==> config.mk <==
export PLATFORM = sky130hd
export DESIGN_NAME = nmi_entry_seq
export DESIGN_NICKNAME = d
export VERILOG_FILES = /design/src/rtl/nmi_pkg.sv /design/src/rtl/nmi_edge_latch.sv /design/src/rtl/nmi_bus_drive.sv /design/src/rtl/nmi_entry_fsm.sv /design/src/rtl/nmi_entry_seq.sv
export SDC_FILE = /design/constraint.sdc
export NUM_CORES = 1
export LEC_CHECK = 0
export BUFFER_PORTS_ARGS = -buffer_cell sky130_fd_sc_hd__buf_2
export CAP_MARGIN = 20
export CELL_PAD_IN_SITES_DETAIL_PLACEMENT = 1
export CELL_PAD_IN_SITES_GLOBAL_PLACEMENT = 2
export CORE_MARGIN = 5
export CORE_UTILIZATION = 28
export DETAILED_ROUTE_END_ITERATION = 8
export PLACE_DENSITY_LB_ADDON = 0.1
export SYNTH_ARGS = -nofsm -noshare
export SYNTH_HDL_FRONTEND = slang
export SYNTH_HIERARCHICAL = 1
export SYNTH_SLANG_ARGS = --single-unit
==> constraint.sdc <==
create_clock -name clk -period 2.1 [get_ports clk]
set_input_delay 0.63 -clock clk [delete_from_list [all_inputs] [get_ports clk]]
set_output_delay 0.63 -clock clk [all_outputs]
set_load 0.01 [all_outputs]
==> src/rtl/nmi_pkg.sv <==
package nmi_pkg;

    localparam int DW         = 8;
    localparam int PCW        = 16;
    localparam int AW         = 24;
    localparam int PUSH_BYTES = 4;
    localparam int IDXW       = $clog2(PUSH_BYTES);

    localparam logic [AW-1:0] VEC_NATIVE_LO = 24'h00FFEA;
    localparam logic [AW-1:0] VEC_EMU_LO    = 24'h00FFFA;
    localparam logic [DW-1:0] STACK_BANK    = 8'h00;
    localparam logic [DW-1:0] HANDLER_BANK  = 8'h00;

    typedef enum logic [2:0] {
        SQ_IDLE,
        SQ_PUSH,
        SQ_VLO,
        SQ_VHI,
        SQ_FIN
    } seq_state_e;

    typedef struct packed {
        logic [DW-1:0]  bank;
        logic [PCW-1:0] pc;
        logic [DW-1:0]  psr;
    } cpu_ctx_t;

    // Byte pushed at position idx: bank, PC high, PC low, status.
    function automatic logic [DW-1:0] ctx_byte(cpu_ctx_t c, logic [IDXW-1:0] idx);
        logic [DW-1:0] b;
        case (idx)
            2'd0:    b = c.bank;
            2'd1:    b = c.pc[PCW-1:DW];
            2'd2:    b = c.pc[DW-1:0];
            default: b = c.psr;
        endcase
        return b;
    endfunction

    function automatic logic [AW-1:0] vec_base(logic emu);
        return emu ? VEC_EMU_LO : VEC_NATIVE_LO;
    endfunction

endpackage

==> src/rtl/nmi_edge_latch.sv <==
module nmi_edge_latch #(
    parameter int STAGES = 2
) (
    input  logic clk,
    input  logic rst,
    input  logic nmi_n,
    input  logic clr,
    output logic pending
);
    // chain[STAGES-1] is the synchronised level, chain[STAGES] its previous value
    logic [STAGES:0] chain;
    logic            fall;

    always_ff @(posedge clk) begin
        if (rst) chain <= '1;
        else     chain <= {chain[STAGES-1:0], nmi_n};
    end

    assign fall = chain[STAGES] & ~chain[STAGES-1];

    // A new edge wins over a clear in the same cycle so it is never lost.
    always_ff @(posedge clk) begin
        if (rst)       pending <= 1'b0;
        else if (fall) pending <= 1'b1;
        else if (clr)  pending <= 1'b0;
    end

endmodule

==> src/rtl/nmi_bus_drive.sv <==
module nmi_bus_drive
    import nmi_pkg::*;
(
    input  seq_state_e       state,
    input  cpu_ctx_t         ctx,
    input  logic [PCW-1:0]   sp,
    input  logic [IDXW-1:0]  idx,
    input  logic             emu,
    output logic [AW-1:0]    mem_addr,
    output logic [DW-1:0]    mem_wdata,
    output logic             mem_we,
    output logic             mem_re
);
    logic [AW-1:0] vbase;

    assign vbase = vec_base(emu);

    always_comb begin
        mem_addr  = '0;
        mem_wdata = '0;
        mem_we    = 1'b0;
        mem_re    = 1'b0;
        case (state)
            SQ_PUSH: begin
                mem_we    = 1'b1;
                mem_addr  = {STACK_BANK, sp};
                mem_wdata = ctx_byte(ctx, idx);
            end
            SQ_VLO: begin
                mem_re   = 1'b1;
                mem_addr = vbase;
            end
            SQ_VHI: begin
                mem_re   = 1'b1;
                mem_addr = vbase + AW'(1);
            end
            default: ;
        endcase
    end

endmodule

==> src/rtl/nmi_entry_fsm.sv <==
module nmi_entry_fsm
    import nmi_pkg::*;
(
    input  logic            clk,
    input  logic            rst,
    input  logic            pending,
    input  logic            insn_done,
    input  logic            emu_mode,
    input  cpu_ctx_t        ctx_in,
    input  logic [PCW-1:0]  sp_in,
    input  logic [DW-1:0]   rdata,
    output logic            take,
    output seq_state_e      state,
    output cpu_ctx_t        ctx,
    output logic [PCW-1:0]  sp,
    output logic [IDXW-1:0] idx,
    output logic            emu,
    output logic [PCW-1:0]  new_pc,
    output logic [DW-1:0]   new_pbr
);
    localparam logic [IDXW-1:0] LAST_IDX = IDXW'(PUSH_BYTES - 1);

    logic [DW-1:0] vec_lo;

    assign take = (state == SQ_IDLE) && pending && insn_done;

    always_ff @(posedge clk) begin
        if (rst) begin
            state   <= SQ_IDLE;
            ctx     <= '0;
            sp      <= '0;
            idx     <= '0;
            emu     <= 1'b0;
            vec_lo  <= '0;
            new_pc  <= '0;
            new_pbr <= '0;
        end else begin
            case (state)
                SQ_IDLE: begin
                    if (take) begin
                        ctx   <= ctx_in;
                        sp    <= sp_in;
                        idx   <= '0;
                        emu   <= emu_mode;
                        state <= SQ_PUSH;
                    end
                end
                SQ_PUSH: begin
                    sp  <= sp - PCW'(1);
                    idx <= idx + IDXW'(1);
                    if (idx == LAST_IDX) state <= SQ_VLO;
                end
                SQ_VLO: begin
                    vec_lo <= rdata;
                    state  <= SQ_VHI;
                end
                SQ_VHI: begin
                    new_pc  <= {rdata, vec_lo};
                    new_pbr <= HANDLER_BANK;
                    state   <= SQ_FIN;
                end
                default: state <= SQ_IDLE;
            endcase
        end
    end

endmodule

==> src/rtl/nmi_entry_seq.sv <==
module nmi_entry_seq
    import nmi_pkg::*;
#(
    parameter int SYNC_STAGES = 2
) (
    input  logic          clk,
    input  logic          rst,
    input  logic          nmi_n,
    input  logic          insn_done,
    input  logic          emu_mode,
    input  logic [7:0]    pbr_in,
    input  logic [15:0]   pc_in,
    input  logic [7:0]    psr_in,
    input  logic [15:0]   sp_in,
    output logic [23:0]   mem_addr,
    output logic [7:0]    mem_wdata,
    output logic          mem_we,
    output logic          mem_re,
    input  logic [7:0]    mem_rdata,
    output logic [15:0]   new_pc,
    output logic [7:0]    new_pbr,
    output logic [15:0]   sp_out,
    output logic          busy,
    output logic          done
);
    logic            pending;
    logic            take;
    seq_state_e      state;
    cpu_ctx_t        ctx_live;
    cpu_ctx_t        ctx;
    logic [PCW-1:0]  sp;
    logic [IDXW-1:0] idx;
    logic            emu;

    assign ctx_live = '{bank: pbr_in, pc: pc_in, psr: psr_in};

    nmi_edge_latch #(.STAGES(SYNC_STAGES)) u_edge (
        .clk     (clk),
        .rst     (rst),
        .nmi_n   (nmi_n),
        .clr     (take),
        .pending (pending)
    );

    nmi_entry_fsm u_fsm (
        .clk       (clk),
        .rst       (rst),
        .pending   (pending),
        .insn_done (insn_done),
        .emu_mode  (emu_mode),
        .ctx_in    (ctx_live),
        .sp_in     (sp_in),
        .rdata     (mem_rdata),
        .take      (take),
        .state     (state),
        .ctx       (ctx),
        .sp        (sp),
        .idx       (idx),
        .emu       (emu),
        .new_pc    (new_pc),
        .new_pbr   (new_pbr)
    );

    nmi_bus_drive u_bus (
        .state     (state),
        .ctx       (ctx),
        .sp        (sp),
        .idx       (idx),
        .emu       (emu),
        .mem_addr  (mem_addr),
        .mem_wdata (mem_wdata),
        .mem_we    (mem_we),
        .mem_re    (mem_re)
    );

    assign sp_out = sp;
    assign busy   = (state != SQ_IDLE);
    assign done   = (state == SQ_FIN);

endmodule

==> results.toml <==
[global_routing]
antenna_found_initial = 1
grt.total_usage_pct = 16.56
gr-total-overflow = 0
grt_first_pass_wirelength_mm = 21.56
grt_pass1_vias = 4033
grt_max_degree = 46

[setup_path]
path_max_fanout = 8
required_ns = 1.47
startpoint_type = "flip-flop"
cp-end-kind = "output pin"
path_class = "flip-flop to output pin"
crit_arrival_ns = 1.64

[cells_and_area]
areaGrowthSynthToFinish_pct = 30.22
fillers = 1705
final_cell_mix = "buf_2, nand2_1, dfxtp_1"
fin_util_pct = 36.96
layout.nets = 666
drive_above_1_share_pct = 29.32
final_common_cell = "buf_2"
antenna-diode-count = 0

[routing]
wl_per_cell_um = 17.23
routed_wl_mm = 13.56
drcViolationCount = 0
ant_nets = 0
dr.first_iter.drc_count = 188
vias = 3841
dr.pass1.iters = 4
avgViaCountPerCell = 4.881

[synthesis]
yosysUniqueCellTypes = 58
syn-cell-area_um2 = 3925
synth_cells = 493
synth-seq-cells = 82
synth_flop_cell = "dfxtp_1"
synth_edf_count = 0
avgSynthCellArea_um2 = 7.961
yosysWarnings = 6
ys_seq_area_share_pct = 41.82
async_flop_share_pct = 0

[floorplanning]
num_rows = 43
die_w_um = 128.4
start_util_pct = 28.39
die_area_um2 = 16490
core_area_um2 = 13830
die_height_um = 128.4
ioPinCount = 137

[run]
drv_cap = 0

[timing]
slew_viol_final = 0
min_period_ns = 2.271
setup_viol = 8
tightestPinTransition_ns = 0.7505
worst_slack_ns = -0.1713
period_share_pct = 108.2
rsz0062_at_grt = "true"
slew_headroom_pct = 49.81
hold_viol = 0
setup-tns-final_ns = -1.212
max_clock_freq_ghz = 0.4403
holdWs_ns = 0.4177
skew_ns = 0.007925

[placement]
post-place-ws_ns = 0.1468
place.gp.congestion = 0.7565
place_hpwl_mm = 9.595
port_buffers = 120

[clock_network]
cts_tree = "done"
clk_pin_slew_worst_paths_ns = 0.06
clock_latency_ns = 0.34
clockBufferDepth = 2
cts_made_buffers = 9
postCtsHoldBufs = 0
root_buffer = "clkbuf_16"
clock-sinks = 82
htreeDepth = 3

[power]
total_power_mw = 3.767
p_per_area_nw_per_um2 = 737.0
vdd_drop_max_v = 0.0004183
leakage_nw = 2.086

[worst_hold_path]
holdCritPathClass = "flip-flop to flip-flop"

[outcome]
violations = "negative setup slack"
outcome = "complete, but fails checks"
-- state kept, by name, summed over array words and instances, names as in the netlist --
register,flops
u_fsm/sp,16
u_edge/chain,3
u_fsm/vec_lo,8
u_fsm/state,3
u_edge/pending,1
u_fsm/new_pc,16
u_fsm/ctx,32
u_fsm/emu,1
u_fsm/idx,2
-- final cells by class --
| type | instances | area [um2] | share of cell area, % |
|---|---|---|---|
| clock inverters | 4 | 76.32 | 1.493 |
| inverters | 10 | 37.54 | 0.7344 |
| flip-flops and latches | 82 | 1648 | 32.24 |
| repair buffers | 142 | 857.1 | 16.77 |
| well taps | 180 | 225.2 | 4.406 |
| clock buffers | 11 | 232.7 | 4.553 |
| multi-input cells | 358 | 2034 | 39.80 |
-- layer usage --
metal  vias up  global-route usage (%)  part of all wire (%)
met5         -                       0                  0.15
met4         2                   3.184                  0.80
met3         9                   5.106                   4.8
met2        75                   26.63                    47
met1      1865                   22.11                    47
li1       1890                       -                     -
-- cell families after synthesis --
kind of cell    after synthesis  synth area share (%)
simple gates                187                 22.22
compound gates              126                 19.67
flops                        82                 41.82
buf+inv                      67                 8.607
mux                          26                 6.631
fa+ha+maj                     2                0.6374
other cells                   2                0.1913
xor+xnor                      1                0.2232
-- timing repair --
action | in CTS | in global routing
resized for setup | 5 | 6
gates cloned | 1 | 0
endpoints found under the setup margin | 11 | 15
pin swaps | 1 | 1
setup buffers | 0 | 1
-- worst paths after layout --
kind | startpoint | to | slack (ns) | cells past startpoint
worst max-delay path | u_fsm/state[1] | mem_wdata[6] | -0.17 | 3
worst min register to register | u_edge/chain[0] | u_edge/chain[1] | 0.42 | 1
worst min-delay path | u_edge/chain[0] | u_edge/chain[1] | 0.42 | 1
worst max register to register | u_fsm/sp[1] | u_fsm/sp[8] | 0.11 | 6
-- cell usage after synthesis (2+ instances only) --
master	n	share of area, %
or3_1	4	0.64
or2_1	3	0.48
o21ai_1	3	0.38
buf_1	3	0.29
a211oi_1	5	0.96
nor2_1	34	3.3
o32ai_1	4	0.89
nor4_1	5	0.80
o31a_2	2	0.51
buf_2	9	1.1
buf_4	16	3.1
nor3b_1	4	0.77
o21ai_0	8	1.0
buf_6	2	0.57
ha_1	2	0.64
dfxtp_1	82	42
nand2_1	105	10
nand2b_1	2	0.32
a211o_1	4	0.89
and2_1	3	0.48
or4_1	5	0.96
nor3_1	5	0.64
a221oi_2	2	0.77
a21oi_1	75	9.6
o22ai_1	8	1.3
inv_1	9	0.86
mux2i_1	26	6.6
conb_1	2	0.19
nor2b_1	3	0.48
o221ai_1	3	0.67
clkbuf_1	27	2.6
a22oi_1	2	0.38
-- power by group --
part           internal (mW)  leakage, nW  switching [mW]
clock                   1.04        0.146           0.627
combinational          0.194         1.27           0.276
sequential              1.59        0.665          0.0373
total                   2.83         2.09           0.941
-- metrics by stage --
stage	instance area [um2]	cells
2_1_floorplan	3978	507
3_3_place_gp	4716	770
3_5_place_dp	4716	770
4_1_cts	5077	786
5_1_grt	5111	787
6_report	5111	787
-- critical path, cell delays in order, from the launching register on --
cell and delay (ns):
dfxtp_2 0.32, or4b_4 0.64, o22ai_2 0.18, buf_2 0.15
Power figures use the tool's default switching activity.
